===== src/rtl/opdec_pkg.sv =====
package opdec_pkg;

    localparam int BYTE_W = 8;
    localparam int ADDR_W = 16;
    localparam int OP_W   = 6;
    localparam int MODE_W = 4;
    localparam int LEN_W  = 2;

    typedef enum logic [MODE_W-1:0] {
        M_IMP = 4'd0,
        M_ACC = 4'd1,
        M_IMM = 4'd2,
        M_ZP  = 4'd3,
        M_ZPX = 4'd4,
        M_ZPY = 4'd5,
        M_ABS = 4'd6,
        M_ABX = 4'd7,
        M_ABY = 4'd8,
        M_IZX = 4'd9,
        M_IZY = 4'd10,
        M_REL = 4'd11,
        M_IND = 4'd12
    } mode_e;

    localparam logic [OP_W-1:0] OPC_ILLEGAL   = 6'd0;
    localparam logic [OP_W-1:0] OPC_BRK       = 6'd1;
    localparam logic [OP_W-1:0] OPC_JSR       = 6'd2;
    localparam logic [OP_W-1:0] OPC_RTI       = 6'd3;
    localparam logic [OP_W-1:0] OPC_RTS       = 6'd4;
    localparam logic [OP_W-1:0] OPC_JMP       = 6'd5;
    localparam logic [OP_W-1:0] OPC_ALU_BASE  = 6'd8;
    localparam logic [OP_W-1:0] OPC_RMW_BASE  = 6'd16;
    localparam logic [OP_W-1:0] OPC_BR_BASE   = 6'd24;
    localparam logic [OP_W-1:0] OPC_STK_BASE  = 6'd32;
    localparam logic [OP_W-1:0] OPC_FLG_BASE  = 6'd40;
    localparam logic [OP_W-1:0] OPC_XFR_BASE  = 6'd48;
    localparam logic [OP_W-1:0] OPC_TXS       = 6'd52;
    localparam logic [OP_W-1:0] OPC_TSX       = 6'd53;
    localparam logic [OP_W-1:0] OPC_IDX_BASE  = 6'd56;

    typedef enum logic [1:0] {
        ST_OPCODE = 2'd0,
        ST_LOW    = 2'd1,
        ST_HIGH   = 2'd2,
        ST_EMIT   = 2'd3
    } fsm_e;

    function automatic logic [LEN_W-1:0] operand_bytes(input mode_e m);
        case (m)
            M_IMP, M_ACC:               operand_bytes = 2'd0;
            M_ABS, M_ABX, M_ABY, M_IND: operand_bytes = 2'd2;
            default:                    operand_bytes = 2'd1;
        endcase
    endfunction

    function automatic logic [OP_W-1:0] base_plus(input logic [OP_W-1:0] base,
                                                  input logic [2:0] idx);
        base_plus = base + {{(OP_W-3){1'b0}}, idx};
    endfunction

endpackage


===== src/rtl/opdec_field_decode.sv =====
module opdec_field_decode
    import opdec_pkg::*;
(
    input  logic [BYTE_W-1:0] opcode_i,
    output logic [OP_W-1:0]   op_o,
    output mode_e             mode_o,
    output logic [LEN_W-1:0]  nbytes_o,
    output logic              illegal_o
);

    logic [2:0] aaa;
    logic [2:0] bbb;
    logic [1:0] cc;
    logic       x_swap;
    logic       bad;
    logic [OP_W-1:0] op_raw;
    mode_e      mode_raw;

    assign aaa    = opcode_i[7:5];
    assign bbb    = opcode_i[4:2];
    assign cc     = opcode_i[1:0];
    assign x_swap = (aaa[2:1] == 2'b10);

    // cc=01 group mode table
    function automatic mode_e mode_g01(input logic [2:0] b);
        case (b)
            3'b000:  mode_g01 = M_IZX;
            3'b001:  mode_g01 = M_ZP;
            3'b010:  mode_g01 = M_IMM;
            3'b011:  mode_g01 = M_ABS;
            3'b100:  mode_g01 = M_IZY;
            3'b101:  mode_g01 = M_ZPX;
            3'b110:  mode_g01 = M_ABY;
            default: mode_g01 = M_ABX;
        endcase
    endfunction

    // shared table for the operand slots of cc=00 and cc=10
    function automatic mode_e mode_g00(input logic [2:0] b, input logic swap);
        case (b)
            3'b000:  mode_g00 = M_IMM;
            3'b001:  mode_g00 = M_ZP;
            3'b011:  mode_g00 = M_ABS;
            3'b101:  mode_g00 = swap ? M_ZPY : M_ZPX;
            default: mode_g00 = swap ? M_ABY : M_ABX;
        endcase
    endfunction

    always_comb begin
        op_raw   = OPC_ILLEGAL;
        mode_raw = M_IMP;
        bad      = 1'b0;
        case (cc)
            2'b01: begin
                op_raw   = base_plus(OPC_ALU_BASE, aaa);
                mode_raw = mode_g01(bbb);
                bad      = (aaa == 3'b100) && (bbb == 3'b010);
            end
            2'b10: begin
                if (bbb == 3'b010 && aaa[2]) begin
                    op_raw = base_plus(OPC_XFR_BASE, {1'b0, aaa[1:0]});
                end else if (bbb == 3'b110) begin
                    if (aaa == 3'b100)      op_raw = OPC_TXS;
                    else if (aaa == 3'b101) op_raw = OPC_TSX;
                    else                    bad    = 1'b1;
                end else if (bbb == 3'b100) begin
                    bad = 1'b1;
                end else begin
                    op_raw   = base_plus(OPC_RMW_BASE, aaa);
                    mode_raw = (bbb == 3'b010) ? M_ACC : mode_g00(bbb, x_swap);
                end
            end
            2'b00: begin
                if (bbb == 3'b100) begin
                    op_raw   = base_plus(OPC_BR_BASE, aaa);
                    mode_raw = M_REL;
                end else if (bbb == 3'b010) begin
                    op_raw = base_plus(OPC_STK_BASE, aaa);
                end else if (bbb == 3'b110) begin
                    op_raw = base_plus(OPC_FLG_BASE, aaa);
                end else begin
                    case (aaa)
                        3'b000: begin
                            if (bbb == 3'b000) op_raw = OPC_BRK;
                            else               bad    = 1'b1;
                        end
                        3'b001: begin
                            if (bbb == 3'b000) begin
                                op_raw   = OPC_JSR;
                                mode_raw = M_ABS;
                            end else begin
                                op_raw   = base_plus(OPC_IDX_BASE, aaa);
                                mode_raw = mode_g00(bbb, 1'b0);
                            end
                        end
                        3'b010: begin
                            if (bbb == 3'b000) begin
                                op_raw = OPC_RTI;
                            end else if (bbb == 3'b011) begin
                                op_raw   = OPC_JMP;
                                mode_raw = M_ABS;
                            end else begin
                                bad = 1'b1;
                            end
                        end
                        3'b011: begin
                            if (bbb == 3'b000) begin
                                op_raw = OPC_RTS;
                            end else if (bbb == 3'b011) begin
                                op_raw   = OPC_JMP;
                                mode_raw = M_IND;
                            end else begin
                                bad = 1'b1;
                            end
                        end
                        default: begin
                            op_raw   = base_plus(OPC_IDX_BASE, aaa);
                            mode_raw = mode_g00(bbb, 1'b0);
                        end
                    endcase
                end
            end
            default: bad = 1'b1;
        endcase
    end

    assign illegal_o = bad;
    assign op_o      = bad ? OPC_ILLEGAL : op_raw;
    assign mode_o    = bad ? M_IMP : mode_raw;
    assign nbytes_o  = bad ? 2'd0 : operand_bytes(mode_raw);

    always_comb begin
        if (cc == 2'b11) begin
            assert_cc11_flagged_R9: assert (illegal_o && nbytes_o == 2'd0);
        end
    end

endmodule


===== src/rtl/opdec_target_calc.sv =====
module opdec_target_calc
    import opdec_pkg::*;
#(
    parameter int AW   = ADDR_W,
    parameter int OFFW = BYTE_W,
    parameter int SKIP = 2
) (
    input  logic [AW-1:0]   pc_i,
    input  logic [OFFW-1:0] offset_i,
    input  logic            is_rel_i,
    output logic [AW-1:0]   target_o
);

    localparam logic [AW-1:0] SKIP_V = AW'(SKIP);

    logic [AW-1:0] sext;
    assign sext     = {{(AW-OFFW){offset_i[OFFW-1]}}, offset_i};
    assign target_o = is_rel_i ? (pc_i + SKIP_V + sext) : '0;

endmodule


===== src/rtl/opstream_decoder.sv =====
module opstream_decoder
    import opdec_pkg::*;
(
    input  logic        clk,
    input  logic        rst,
    input  logic        in_valid,
    output logic        in_ready,
    input  logic [7:0]  in_byte,
    input  logic [15:0] in_addr,
    output logic        out_valid,
    input  logic        out_ready,
    output logic [7:0]  out_opcode,
    output logic [5:0]  out_op,
    output logic [3:0]  out_mode,
    output logic [1:0]  out_len,
    output logic [15:0] out_operand,
    output logic [15:0] out_target,
    output logic        out_illegal
);

    typedef struct packed {
        fsm_e              st;
        logic [BYTE_W-1:0] opcode;
        logic [ADDR_W-1:0] pc;
        logic [OP_W-1:0]   op;
        mode_e             mode;
        logic [LEN_W-1:0]  need;
        logic [BYTE_W-1:0] lo;
        logic [BYTE_W-1:0] hi;
        logic              ill;
    } rec_t;

    rec_t q, d;

    logic [OP_W-1:0]  dec_op;
    mode_e            dec_mode;
    logic [LEN_W-1:0] dec_need;
    logic             dec_ill;
    logic             take;

    opdec_field_decode u_decode (
        .opcode_i  (in_byte),
        .op_o      (dec_op),
        .mode_o    (dec_mode),
        .nbytes_o  (dec_need),
        .illegal_o (dec_ill)
    );

    opdec_target_calc #(
        .AW   (ADDR_W),
        .OFFW (BYTE_W),
        .SKIP (2)
    ) u_target (
        .pc_i     (q.pc),
        .offset_i (q.lo),
        .is_rel_i (q.mode == M_REL),
        .target_o (out_target)
    );

    assign in_ready = (q.st != ST_EMIT);
    assign take     = in_valid && in_ready;

    always_comb begin
        d = q;
        case (q.st)
            ST_OPCODE: begin
                if (take) begin
                    d.opcode = in_byte;
                    d.pc     = in_addr;
                    d.op     = dec_op;
                    d.mode   = dec_mode;
                    d.need   = dec_need;
                    d.ill    = dec_ill;
                    d.lo     = '0;
                    d.hi     = '0;
                    d.st     = (dec_need == 2'd0) ? ST_EMIT : ST_LOW;
                end
            end
            ST_LOW: begin
                if (take) begin
                    d.lo = in_byte;
                    d.st = (q.need == 2'd2) ? ST_HIGH : ST_EMIT;
                end
            end
            ST_HIGH: begin
                if (take) begin
                    d.hi = in_byte;
                    d.st = ST_EMIT;
                end
            end
            default: begin
                if (out_ready) d.st = ST_OPCODE;
            end
        endcase
    end

    always_ff @(posedge clk) begin
        if (rst) begin
            q <= '0;
        end else begin
            q <= d;
        end
    end

    assign out_valid   = (q.st == ST_EMIT);
    assign out_opcode  = q.opcode;
    assign out_op      = q.op;
    assign out_mode    = q.mode;
    assign out_len     = q.need + 2'd1;
    assign out_operand = {q.hi, q.lo};
    assign out_illegal = q.ill;

    assert_reset_idle_R1: assert property (@(posedge clk)
        rst |=> (!out_valid && in_ready));

    assert_hold_record_R10: assert property (@(posedge clk) disable iff (rst)
        (out_valid && !out_ready) |=> (out_valid && $stable(out_opcode) && $stable(out_op)
            && $stable(out_mode) && $stable(out_len) && $stable(out_operand)
            && $stable(out_target) && $stable(out_illegal)));

    assert_stall_input_R10: assert property (@(posedge clk) disable iff (rst)
        out_valid |-> !in_ready);

    assert_illegal_short_R9: assert property (@(posedge clk) disable iff (rst)
        (out_valid && out_illegal) |-> (out_len == 2'd1 && out_op == 6'd0 && out_operand == 16'd0));

    assert_upper_zero_R7: assert property (@(posedge clk) disable iff (rst)
        (out_valid && out_len != 2'd3) |-> (out_operand[15:8] == 8'd0));

    assert_emit_after_fill_R7: assert property (@(posedge clk) disable iff (rst)
        (in_valid && in_ready && !out_valid && q.st == ST_HIGH) |=> out_valid);

endmodule


===== config.mk =====
export PLATFORM = sky130hd
export DESIGN_NAME = opstream_decoder
export DESIGN_NICKNAME = d
export VERILOG_FILES = /design/src/rtl/opdec_pkg.sv /design/src/rtl/opdec_field_decode.sv /design/src/rtl/opdec_target_calc.sv /design/src/rtl/opstream_decoder.sv
export SDC_FILE = /design/constraint.sdc
export NUM_CORES = 1
export LEC_CHECK = 0
export BUFFER_PORTS_ARGS = -buffer_cell sky130_fd_sc_hd__clkbuf_2
export CAP_MARGIN = 0
export CORE_UTILIZATION = 51
export DETAILED_ROUTE_END_ITERATION = 8
export GPL_TIMING_DRIVEN = 0
export PLACE_DENSITY = 0.78
export SETUP_SLACK_MARGIN = 0.02
export SLEW_MARGIN = 10
export SYNTH_ARGS = -nofsm -noshare
export SYNTH_HDL_FRONTEND = slang
export SYNTH_HIERARCHICAL = 1
export SYNTH_SLANG_ARGS = --single-unit

===== constraint.sdc =====
create_clock -name clk -period 2.5 [get_ports clk]
set_input_delay 0.125 -clock clk [delete_from_list [all_inputs] [get_ports clk]]
set_output_delay 0.125 -clock clk [all_outputs]
set_load 0.02 [all_outputs]

# Word-level counts from Yosys, hierarchy flattened
# Cells that the tools add are included.
# op_classes
add_sub_neg,10
eq_ne,28
muxes,63
reduce_logical,19
# ops
operator,n
$mux 6,12
$mux 55,1
$mux 4,13
$pmux 4 s4,2
$pmux 8 s2,2
$pmux 4 s7,1
$pmux 6 s4,1
$add 5x3->6 const A,3
$pmux 6 s3,1
$add 16x16->16,1
$add 16x2->16 const B,1
$mux 16,1
$eq 3x3->1 const B,5
$mux 1,14
$add 6x3->6 const A,2
$eq 3x2->1 const B,4
$eq 4x4->1 const B,3
$pmux 3 s4,1
$pmux 4 s3,1
$eq 2x2->1 const B,5
$mux 2,5
$pmux 3 s3,1
$eq 4x3->1 const B,2
$mux 8,1
other kinds (23),37
# totals
regBits,55
elab_cells,129

# Longest topological paths before layout
# Gate-level depths: netlist (run 1).
# depth
word_depth,16
mapped_depth,11
depth_no_buf,10

# By module
# Netlist (run 1), hierarchy kept.
# modules_own_cells
module,area_per_inst_um2,n_inst,cells_per_inst
opstream_decoder,2316.0,1,279
opdec_target_calc,993.5,1,132
opdec_field_decode,830.8,1,117

# Worst setup path before layout (run 1)
# Ideal clock, no wire load.
# synth_path
path_type,reg-to-output
start,register q (netlist bit out_operand[7])
end,output out_target[15]
path_buffers,0
arrival_ps,2584
path_slack_ps,-209
stages_incl_launch_ff,8
path_cell_list,dfxtp_1 -> ha_1 -> ha_1 -> a21o_1 -> or3_1 -> o22a_1 -> or4_1 -> nand3_1
# synth_via
elab_chain_len,2
# synth_lines
item,line,source
start: declaration,opstream_decoder.sv:33,"rec_t q, d;"
start signal: assignment,opstream_decoder.sv:99,q <= '0;
start signal: assignment,opstream_decoder.sv:101,q <= d;
$add 16x16->16,opdec_target_calc.sv:18,assign target_o = is_rel_i ? (pc_i + SKIP_V + sext) : '0;
$mux 16,opdec_target_calc.sv:18,
end: declaration,opstream_decoder.sv:17,"output logic [15:0] out_target,"
# No other way between the ends.

# Worst setup path after layout (run 1)
# layout_path
start,register q (netlist bit out_operand[1])
end,output out_target[15]
# Same word-level chain as after synthesis.

==> run_results.csv, run 1 <==
group,metric,value,unit
global_routing,grt-busiest-layer,"met2",
synthesis,synthTopCellsByArea,"dfxtp_1 (27%), ha_1 (11%), nand2_1 (8.3%)",
power_and_ir_drop,peakVddDrop,0.314,mV
die,initial_core_util,53.0,%
flow_run,max_cap_viol_count,0,
placed_design,gp_congestion,0.929,
timing,fin_skew,0.00877,ns
synthesis,synth_top_flop_cell,"dfxtp_1",
setup_path,worst-r2r-cell-count,6,
setup_path,critPathKind,"flip-flop to output port",
clock_network,tritoncts,"done",
timing,layout_setup_ws,-0.339,ns
min_path,hold_path.class,"primary input to flip-flop",
clock_network,htreeDepth,2,
status,status,"finished, violations left",
clock_network,insertion_delay,0.32,ns
die,std_cell_rows,32,
global_routing,use_met2,43.8,%
min_path,holdPathStages,3,
die,num_io_pins,83,
global_routing,antenna_found_initial,0,
placed_design,place_inst,711,
timing,worstMarginPinSlew,0.612,ns
die,die_x,92.1,µm
timing,slew_violations,0,
clock_network,cts_sinks,55,
routing,dr_total_vias,4169,
global_routing,grt_max_degree,21,
routing,wire_per_inst,16.1,µm
synthesis,synth_common_cells,"nand2_1 (92), a21oi_1 (61), dfxtp_1 (55)",
timing,hold_violations,0,
routing,wl,11.7,mm
clock_network,cts_buffers,5,
setup_path,max_stage_delay,0.43,ns
routing,drc_errors,0,
timing,tns,-1.52,ns
final_layout,drive_gt1_share,36.1,%
die,die-area,8480,µm²
clock_network,clockRootBuffer,"clkbuf_8",
die,core,7810,µm²
timing,fmax,352,MHz
power_and_ir_drop,p_per_area,608,nW/µm²
synthesis,synth_warnings,6,
placed_design,place_hpwl,8.27,mm
synthesis,postSynthAreaPerCell,7.84,µm²
final_layout,diodes,0,
synthesis,synth_edf_count,0,
setup_path,cp_slowest_cell,"or4_4",
final_layout,stdcell_count,726,
setup_path,cp.arrival,2.71,ns
synthesis,async_flop_share,0,%
global_routing,grt_pass1_wl,17.9,mm
timing,relSlewSlack,58.6,%
setup_path,cp_cell_sequence,"inv_4, ha_4, inv_4, ha_4, fa_2, a21oi_2, o211a_1, nor2_4, or4_4, nand3_2, buf_8",
synthesis,syn-num-nets,592,
final_layout,area_growth,24.8,%
timing,setup_violations,6,
power_and_ir_drop,leakage,2.36,nW
status,violations,"setup timing",
synthesis,synth_cell_types,75,
synthesis,syn-cell-area,4140,µm²
synthesis,synth_top_area_share,26.6,%
timing,rsz0062_at_grt,"true",
clock_network,ctsHoldBuffers,0,
setup_path,crit_path_end_kind,"output port",
die,fp.dieH,92.1,µm
global_routing,grt_usage,26.4,%
setup_path,crit_fanout,4,
synthesis,yosys.area.top_type,"dfxtp_1",
synthesis,yosysMostFrequentCell,"nand2_1",
clock_network,clkTransAtPathRegs,0.11,ns
global_routing,grt_use_met3,4.06,%
synthesis,synth_cells,528,
routing,drt_pass1_iterations,5,
global_routing,grt_pass1_vias,3760,
clock_network,clock_path_buffers,2,
setup_path,crit_required,2.38,ns
setup_path,start_kind,"flip-flop",
global_routing,grt.overflow.total,0,
timing,period_needed,2.84,ns
synthesis,ys_ff_latch,55,
placed_design,io_buffers,81,
routing,detail-route-antenna-nets,0,
timing,post-route-period-util,114,%
final_layout,num-nets-final,687,
global_routing,use_met1,36.0,%
routing,drt_iter0_markers,212,
routing,vias_per_cell,5.74,
synthesis,yosysSeqAreaShare,26.6,%
## final timing paths
check,startpoint,slack (ns),endpoint
max reg2reg,q[53],0.71,q[18]
min,in_addr[14],0.01,q[43]
min reg2reg,out_illegal,0.46,out_illegal
max,out_operand[1],-0.34,out_target[15]
## layer usage
| layer | up-vias | routed length [µm] |
|---|---|---|
| met5 | - | 0 |
| met4 | 0 | 156 |
| met3 | 13 | 815 |
| met2 | 170 | 5460 |
| met1 | 1969 | 5240 |
| li1 | 2017 | - |
## area by class of cell
class | instances | area [µm²]
repair buffers | 89 | 508
clock inverters | 3 | 33.8
inverters | 18 | 72.6
clock buffers | 5 | 68.8
fillers | 675 | 2640
plain buffers | 64 | 464
flip-flops and latches | 55 | 1120
well taps | 102 | 128
multi-input cells | 390 | 2770
## what timing repair did
| action | in CTS | in global routing |
|---|---|---|
| endpoints found under the setup margin | 11 | 11 |
| resized for setup | 43 | 41 |
| pin swaps | 14 | 15 |
| cloned | 0 | 0 |
| setup buffers | 6 | 3 |
## layout by cell type (no fill, tap or decap), drive strengths merged, types with 3 or more instances in the layout
cell,Yosys,final
a21o,4,4
a21oi,61,61
a22oi,16,16
and2,4,4
and2b,5,5
and3b,4,4
and4,4,4
buf,51,68
clkbuf,14,90
dfxtp,55,55
ha,35,35
inv,18,20
mux2i,4,4
nand2,92,92
nand2b,8,8
nand3,7,7
nand4,5,5
nor2,35,35
nor2b,3,3
nor3,11,11
o211ai,3,3
o21a,6,6
o21ai,11,11
o22ai,4,4
o31a,4,4
or3,6,6
or4,4,4
xnor2,3,3
xor2,4,4
## stage by stage
step                      setup slack [ns]  utilization [%]  instance area (µm²)  total power (W)  hold WS, ns
after global routing                -0.415             66.2                 5170          0.00336      0.00729
final                               -0.339             66.2                 5170          0.00314       0.0114
after floorplan                     0.0372                -                 4160          0.00212        0.258
after detailed placement            -0.313             60.2                 4700          0.00246        0.359
after CTS                           -0.311             64.1                 5010          0.00307      0.00711
after global placement              -0.260             60.2                 4700          0.00243        0.351
## where the power goes
| group | internal, W | leakage [nW] | switching [W] |
|---|---|---|---|
| logic | 0.000609 | 1.86 | 0.000871 |
| registers | 0.00102 | 0.454 | 0.000107 |
| clock network | 0.000213 | 0.0519 | 0.000326 |
| total | 0.00184 | 2.36 | 0.00130 |
## sequential cells by signal (all words and copies together) (netlist names)
| register | cells |
|---|---|
| out_illegal | 1 |
| out_opcode | 8 |
| q | 20 |
| out_mode | 4 |
| out_op | 6 |
| out_operand | 16 |
## worst max-delay path: cells and delay by family, from the launching register on
kind            cells  cell delay (ns)
simple gates        3             0.58
flops               1             0.39
buf+inv             3             0.18
compound gates      2             0.40
fa+ha+maj           3             0.84
## cell families (layout without fill, tap and decap cells)
group / after synthesis / in the layout / share of synthesized area [%]
buffers and inverters: 83 / 179 / 12.9
and+or+nand+nor: 207 / 207 / 25.2
adders and majority gates: 37 / 37 / 11.3
AOI/OAI and AO/OA: 134 / 134 / 21.2
DFF: 55 / 55 / 26.6
xor gates and xnor gates: 7 / 7 / 1.48
muxes: 5 / 5 / 1.24
Power figures use the tool's default switching activity.
==> inputs of run 2 (changes only) <==
--- a/config.mk
+++ b/config.mk
@@ -5,12 +5,13 @@
 export SDC_FILE = /design/constraint.sdc
 export NUM_CORES = 1
 export LEC_CHECK = 0
+export ABC_AREA = 1
 export BUFFER_PORTS_ARGS = -buffer_cell sky130_fd_sc_hd__clkbuf_2
 export CAP_MARGIN = 0
 export CORE_UTILIZATION = 51
 export DETAILED_ROUTE_END_ITERATION = 8
 export GPL_TIMING_DRIVEN = 0
-export PLACE_DENSITY = 0.78
+export PLACE_DENSITY = 0.77
 export SETUP_SLACK_MARGIN = 0.02
 export SLEW_MARGIN = 10
 export SYNTH_ARGS = -nofsm -noshare
==> run 2 against run 1 <==
Against the previous run: the flow now finishes without violations; flip-flop and latch count did not move; register-to-register slack better by 0.30 ns; hold slack improved by 0.014 ns; clock power is 12% higher; count of clock-buffer cells in the layout rose by 1; sequential share of layout area shrank 0.078 points; total power increased by 4.1%; critical endpoint is now out_target[9]; die area rose by 3.8%; synthesized cell count increased by 22%.
==> run_results.csv, run 2 <==
group,metric,value,unit
final_layout,largest-register,"q",
clock_network,clkTransAtPathRegs,0.10,ns
final_layout,fill_cells,789,
power_and_ir_drop,power_frac_clock,18.5,%
final_layout,mostFrequentLayoutCells,"nand2_1 (182), clkbuf_2 (78), inv_1 (66)",
synthesis,synth_cell_types,44,
die,core,8180,µm²
die,num_io_pins,83,
synthesis,synthTopCellsByArea,"dfxtp_1 (26%), nand2_1 (16%), ha_1 (10%)",
synthesis,yosysSeqAreaShare,25.6,%
setup_path,worst-r2r-cell-count,6,
power_and_ir_drop,p_seq_share,35.3,%
global_routing,grt_usage,25.7,%
clock_network,htreeDepth,2,
routing,detail-route-antenna-nets,0,
setup_path,critPathKind,"flip-flop to output port",
clock_network,clock_path_buffers,2,
die,initial_core_util,52.6,%
placed_design,place_hpwl,8.76,mm
timing,tns,0,ns
final_layout,multi_input_area,2660,µm²
global_routing,grt_max_degree,18,
synthesis,synth_top_flop_cell,"dfxtp_1",
final_layout,fin_area,5120,µm²
setup_path,start_kind,"flip-flop",
synthesis,yosys.area.top_type,"dfxtp_1",
setup_path,cp_num_buf_inv,3,
timing,rsz0062_at_grt,"true",
final_layout,largest_reg_flops,20,
clock_network,clockRootBuffer,"clkbuf_8",
clock_network,cts_buffers,5,
routing,dr_total_vias,4412,
placed_design,gp_congestion,0.917,
setup_path,cp_slowest_cell,"fa_2",
final_layout,drive_gt1_share,31.9,%
power_and_ir_drop,internal_power,0.00195,W
setup_path,cp_cell_sequence,"inv_2, ha_4, inv_2, ha_2, fa_2, nand3_2, nand2_2, a21oi_2, xor2_1, nor2_1, clkbuf_2",
final_layout,area_growth,19.2,%
final_layout,stdcell_count,839,
timing,worstMarginPinSlew,0.561,ns
setup_path,cp.arrival,2.26,ns
min_path,holdPathStages,3,
placed_design,place_inst,828,
placed_design,pre_cts_ws,0.233,ns
setup_path,cpMostUsedCell,"inv_2",
setup_path,timing.rr.start,"q[53]",
power_and_ir_drop,p_per_area,639,nW/µm²
routing,drt_iter0_markers,234,
synthesis,async_flop_share,0,%
setup_path,crit_fanout,3,
die,std_cell_rows,33,
synthesis,syn-num-nets,706,
power_and_ir_drop,comb_power_share,46.2,%
final_layout,diodes,0,
synthesis,synth_common_cells,"nand2_1 (185), inv_1 (69), a21oi_1 (63)",
synthesis,syn-cell-area,4300,µm²
routing,vias_per_cell,5.26,
min_path,hold_path.class,"primary input to flip-flop",
synthesis,synth_top_area_share,25.6,%
timing,fmax,420,MHz
routing,drc_errors,0,
die,die-area,8800,µm²
synthesis,synth_warnings,6,
synthesis,ys_ff_latch,55,
timing,fin_skew,0.00521,ns
timing,setup_violations,0,
setup_path,max_stage_delay,0.36,ns
power_and_ir_drop,switching_share,40.4,%
setup_path,cp-startpoint,"out_operand[1]",
power_and_ir_drop,p_switching,0.00132,W
clock_network,cts_sinks,55,
timing,slew_violations,0,
final_layout,layout_commonest_cell,"nand2_1",
setup_path,crit_required,2.38,ns
setup_path,cpLargestDelayFamily,"adder cells",
synthesis,synth_cells,642,
routing,drt_pass1_iterations,5,
synthesis,synth_edf_count,0,
timing,relSlewSlack,62.6,%
timing,period_needed,2.38,ns
power_and_ir_drop,peakVddDrop,0.373,mV
status,status,"complete, no violations",
placed_design,io_buffers,81,
setup_path,crit_path_end_kind,"output port",
min_path,min_from,"in_addr[1]",
setup_path,cp.depth,11,
final_layout,final_util,62.7,%
global_routing,grt_pass1_wl,18.0,mm
routing,wire_per_inst,13.6,µm
flow_run,max_cap_viol_count,0,
final_layout,seqCellArea,1110,µm²
synthesis,postSynthAreaPerCell,6.70,µm²
clock_network,tritoncts,"done",
die,die_x,93.8,µm
power_and_ir_drop,leakage,2.64,nW
global_routing,grt_pass1_vias,3977,
timing,layout_setup_ws,0.117,ns
routing,wl,11.4,mm
global_routing,antenna_found_initial,0,
clock_network,insertion_delay,0.31,ns
global_routing,grt.overflow.total,0,
placed_design,placed_area,4840,µm²
timing,hold_violations,0,
timing,post-route-period-util,95.3,%
final_layout,num-nets-final,797,
die,fp.dieH,93.8,µm
synthesis,yosysMostFrequentCell,"nand2_1",
## run 2: cell count changes after synthesis, moves of 11 or more
cell,change
nand2_1,+93
nand2_2,+21
inv_1,+52
nand3_1,+39
a22oi_1,-16
a21oi_2,+11
## run 2: power by group through the flow
stage	Sequential, W	Clock, W	Combinational, W
floorplan	0.00114	0	0.00106
global placement	0.00116	0	0.00138
CTS	0.00115	0.000611	0.00142
global route	0.00118	0.000645	0.00167
finish	0.00116	0.000605	0.00151
detailed placement	0.00117	0	0.00141
## run 2: area by class of cell
type / count / area share, %
tap: 105 / 2.56
inverter: 80 / 5.96
clock buffer: 6 / 1.42
timing repair buffer: 84 / 8.50
multi-input combinational: 455 / 52.0
sequential: 55 / 21.6
buffer: 52 / 7.23
clock inverter: 2 / 0.757
## run 2: stage by stage
stage | total power, W | hold slack (ns)
2_1_floorplan | 0.00220 | 0.261
5_1_grt | 0.00349 | 0.0261
3_5_place_dp | 0.00258 | 0.361
6_report | 0.00327 | 0.0253
4_1_cts | 0.00319 | 0.0241
3_3_place_gp | 0.00255 | 0.358
## run 2: kinds of logic (layout without fill, tap and decap cells)
group                      Yosys count  in the layout  synth area share [%]
adders and majority gates           36             36                  10.7
buffers and inverters              132            224                  15.7
DFF                                 55             55                  25.6
xor gates and xnor gates             4              4                 0.815
and+or+nand+nor                    315            315                  33.2
AOI/OAI and AO/OA                  100            100                  14.0
## run 2: final timing paths
path                    end  slack, ns
max           out_target[9]       0.12
min                   q[30]       0.03
max reg2reg   out_opcode[2]       1.01
min reg2reg  out_operand[9]       0.47
## run 2: routing by layer
metal / up-vias / wire length (µm) / global-route usage (%)
met5: - / 0 / 0
met4: 0 / 199 / 7.05
met3: 16 / 611 / 2.27
met2: 133 / 5840 / 47.2
met1: 2057 / 4780 / 31.7
li1: 2206 / - / -
## run 2: repair_timing
item / CTS / global route
buffers inserted: 2 / 1
setup endpoints to repair: 8 / 9
hold buffers: 0 / 0
resized for setup: 10 / 28
pin swaps: 1 / 10
## run 2: tightest hold or removal path: cells and delay by family
family / cells / cell delay, ns
simple gates: 1 / 0.05
compound gates: 1 / 0.05
buf+inv: 1 / 0.08
==> inputs of run 3 (changes only) <==
--- a/config.mk
+++ b/config.mk
@@ -8,10 +8,12 @@
 export ABC_AREA = 1
 export BUFFER_PORTS_ARGS = -buffer_cell sky130_fd_sc_hd__clkbuf_2
 export CAP_MARGIN = 0
+export CORE_ASPECT_RATIO = 1.4
 export CORE_UTILIZATION = 51
 export DETAILED_ROUTE_END_ITERATION = 8
 export GPL_TIMING_DRIVEN = 0
 export PLACE_DENSITY = 0.77
+export REMOVE_ABC_BUFFERS = 1
 export SETUP_SLACK_MARGIN = 0.02
 export SLEW_MARGIN = 10
 export SYNTH_ARGS = -nofsm -noshare
==> run 3 against run 2 <==
Against the previous run: utilization down 3.4 points; cell area down 5.7%; first-iteration DRC count down 41%; clock power up 27%; register-to-register slack worse by 0.70 ns; count of clock-buffer cells in the layout down 1; combinational power down 13%; global-route usage down 0.76 points; maximum frequency up 0.44%; critical path type unchanged; critical endpoint is now out_target[11]; largest cell class unchanged; largest power group unchanged.
==> run_results.csv, run 3 (synthesis results as in run 2) <==
group,metric,value,unit
power_and_ir_drop,peakVddDrop,0.553,mV
timing,slew_violations,0,
routing,detail-route-antenna-nets,0,
power_and_ir_drop,leakage,2.42,nW
routing,vias_per_cell,5.34,
setup_path,r2r-end,"out_operand[13]",
placed_design,place_hpwl,7.90,mm
final_layout,fill_cells,789,
setup_path,cpMostUsedCell,"nand2_1",
final_layout,largest_reg_flops,20,
global_routing,antenna_found_initial,0,
final_layout,num-nets-final,749,
setup_path,cp_num_buf_inv,4,
setup_path,worst-r2r-cell-count,7,
final_layout,diodes,0,
die,initial_core_util,52.8,%
timing,fin_skew,0.00242,ns
setup_path,cp_slowest_cell,"fa_2",
final_layout,drive_gt1_share,27.6,%
setup_path,cp-startpoint,"q[30]",
power_and_ir_drop,p_per_area,670,nW/µm²
setup_path,crit_fanout,4,
clock_network,insertion_delay,0.29,ns
routing,dr_total_vias,4200,
final_layout,area_growth,12.4,%
routing,wl,10.7,mm
routing,drt_pass1_iterations,4,
die,die-area,8810,µm²
setup_path,critPathKind,"flip-flop to output port",
clock_network,tritoncts,"done",
setup_path,cp_cell_sequence,"inv_1, ha_1, inv_1, ha_2, fa_2, nand2_1, nand2_1, nand3_2, nand2_4, nand2_2, nand2_1, nand2_1, inv_1, nor2_1, buf_4",
timing,tns,0,ns
global_routing,grt.overflow.total,0,
status,status,"complete, no violations",
timing,setup_violations,0,
die,num_io_pins,83,
final_layout,mostFrequentLayoutCells,"nand2_1 (180), clkbuf_2 (78), inv_1 (69)",
global_routing,grt_max_degree,56,
timing,post-route-period-util,94.9,%
clock_network,clockRootBuffer,"clkbuf_16",
setup_path,crit_required,2.38,ns
clock_network,ctsHoldBuffers,0,
setup_path,rrSetupSlack,0.31,ns
timing,fin_hold_ws,0.0571,ns
final_layout,multi_input_area,2670,µm²
routing,drc_errors,0,
timing,fmax,421,MHz
placed_design,gp_congestion,0.861,
setup_path,cpLargestDelayFamily,"adder cells",
clock_network,cts_buffers,5,
setup_path,crit_path_end_kind,"output port",
final_layout,largest-register,"q",
min_path,hold_path.class,"primary input to flip-flop",
setup_path,start_kind,"flip-flop",
flow_run,max_cap_viol_count,0,
timing,rsz0062_at_grt,"true",
setup_path,crit_path_end,"out_target[11]",
timing,worstMarginPinSlew,1.14,ns
global_routing,grt_usage,24.9,%
die,std_cell_rows,39,
die,fp.dieH,111,µm
clock_network,clkTransAtPathRegs,0.07,ns
die,die_x,79.6,µm
clock_network,clock_path_buffers,2,
timing,period_needed,2.37,ns
clock_network,cts_sinks,55,
final_layout,seqCellArea,1110,µm²
setup_path,cp.depth,15,
global_routing,grt_pass1_wl,17.7,mm
die,core,8150,µm²
clock_network,htreeDepth,2,
timing,hold_violations,0,
routing,drt_iter0_markers,139,
routing,wire_per_inst,13.6,µm
global_routing,grt_pass1_vias,4028,
setup_path,cp.arrival,2.25,ns
final_layout,layout_commonest_cell,"nand2_1",
placed_design,io_buffers,82,
timing,relSlewSlack,24.3,%
setup_path,max_stage_delay,0.37,ns
setup_path,timing.rr.start,"q[53]",
[run 3: cell count changes in the layout (fill, tap and decap cells not counted), sizes merged]
| cell | before | now |
|---|---|---|
| buf | 56 | 10 |
| inv | 81 | 80 |
| clkbuf | 86 | 83 |
| clkinvlp | 0 | 1 |
[run 3: cell type report]
class                   count  area share [%]
inverters                  80            6.32
multi-input cells         455            55.2
clock inverters             2           0.777
clock buffers               5            2.59
flip-flops and latches     55            22.9
repair buffers             88            9.53
well taps                 102            2.64
[run 3: worst reg2reg max path: stages (launching register included)]
cell	delay (ns)
dfxtp_1	0.36
inv_1	0.10
ha_1	0.22
nand3_4	0.49
inv_4	0.58
nor2_4	0.12
nand2_1	0.09
a21oi_1	0.06
[run 3: what timing repair did]
item	CTS	global route
setup buffers	2	3
pin swaps	1	5
gates cloned	0	0
resized for setup	7	29
endpoints found under the setup margin	6	8
[run 3: per-layer routing]
metal | track usage [%] | vias to the layer above | part of all wire, %
met4 | 12.7 | 0 | 4.2
met1 | 26.6 | 1913 | 39
met3 | 2.64 | 40 | 4.0
met2 | 46.5 | 135 | 53
li1 | - | 2112 | -
met5 | 0 | - | 0
[run 3: metrics by stage]
step | area, µm² | setup slack, ns | std cells | power, W | utilization (%)
detailed placement | 4480 | 0.193 | 775 | 0.00239 | 55.0
global route | 4830 | 0.0181 | 787 | 0.00346 | 59.3
finish | 4830 | 0.128 | 787 | 0.00324 | 59.3
floorplan | 3930 | 0.212 | 590 | 0.00201 | -
CTS | 4670 | 0.0420 | 784 | 0.00317 | 57.3
global placement | 4470 | -0.479 | 774 | 0.00235 | 54.8
[run 3: report_power, final]
| part | internal, W | total [W] | leakage (nW) | switching (W) |
|---|---|---|---|---|
| sequential | 0.00104 | 0.00115 | 0.451 | 0.000107 |
| combinational | 0.000467 | 0.00132 | 1.89 | 0.000853 |
| clock | 0.000467 | 0.000769 | 0.0759 | 0.000302 |
| total | 0.00198 | 0.00324 | 2.42 | 0.00126 |
[run 3: how the worst min path moves through the flow]
stage / start / to / slack [ns] / cells past startpoint
2_1_floorplan: rst / out_op[5] / 0.19 / 1
3_3_place_gp: in_addr[1] / q[30] / 0.36 / 3
3_5_place_dp: in_addr[15] / q[44] / 0.37 / 3
4_1_cts: in_addr[15] / q[44] / 0.06 / 3
5_1_grt: in_addr[1] / q[30] / 0.06 / 3
6_report: in_addr[1] / q[30] / 0.06 / 3
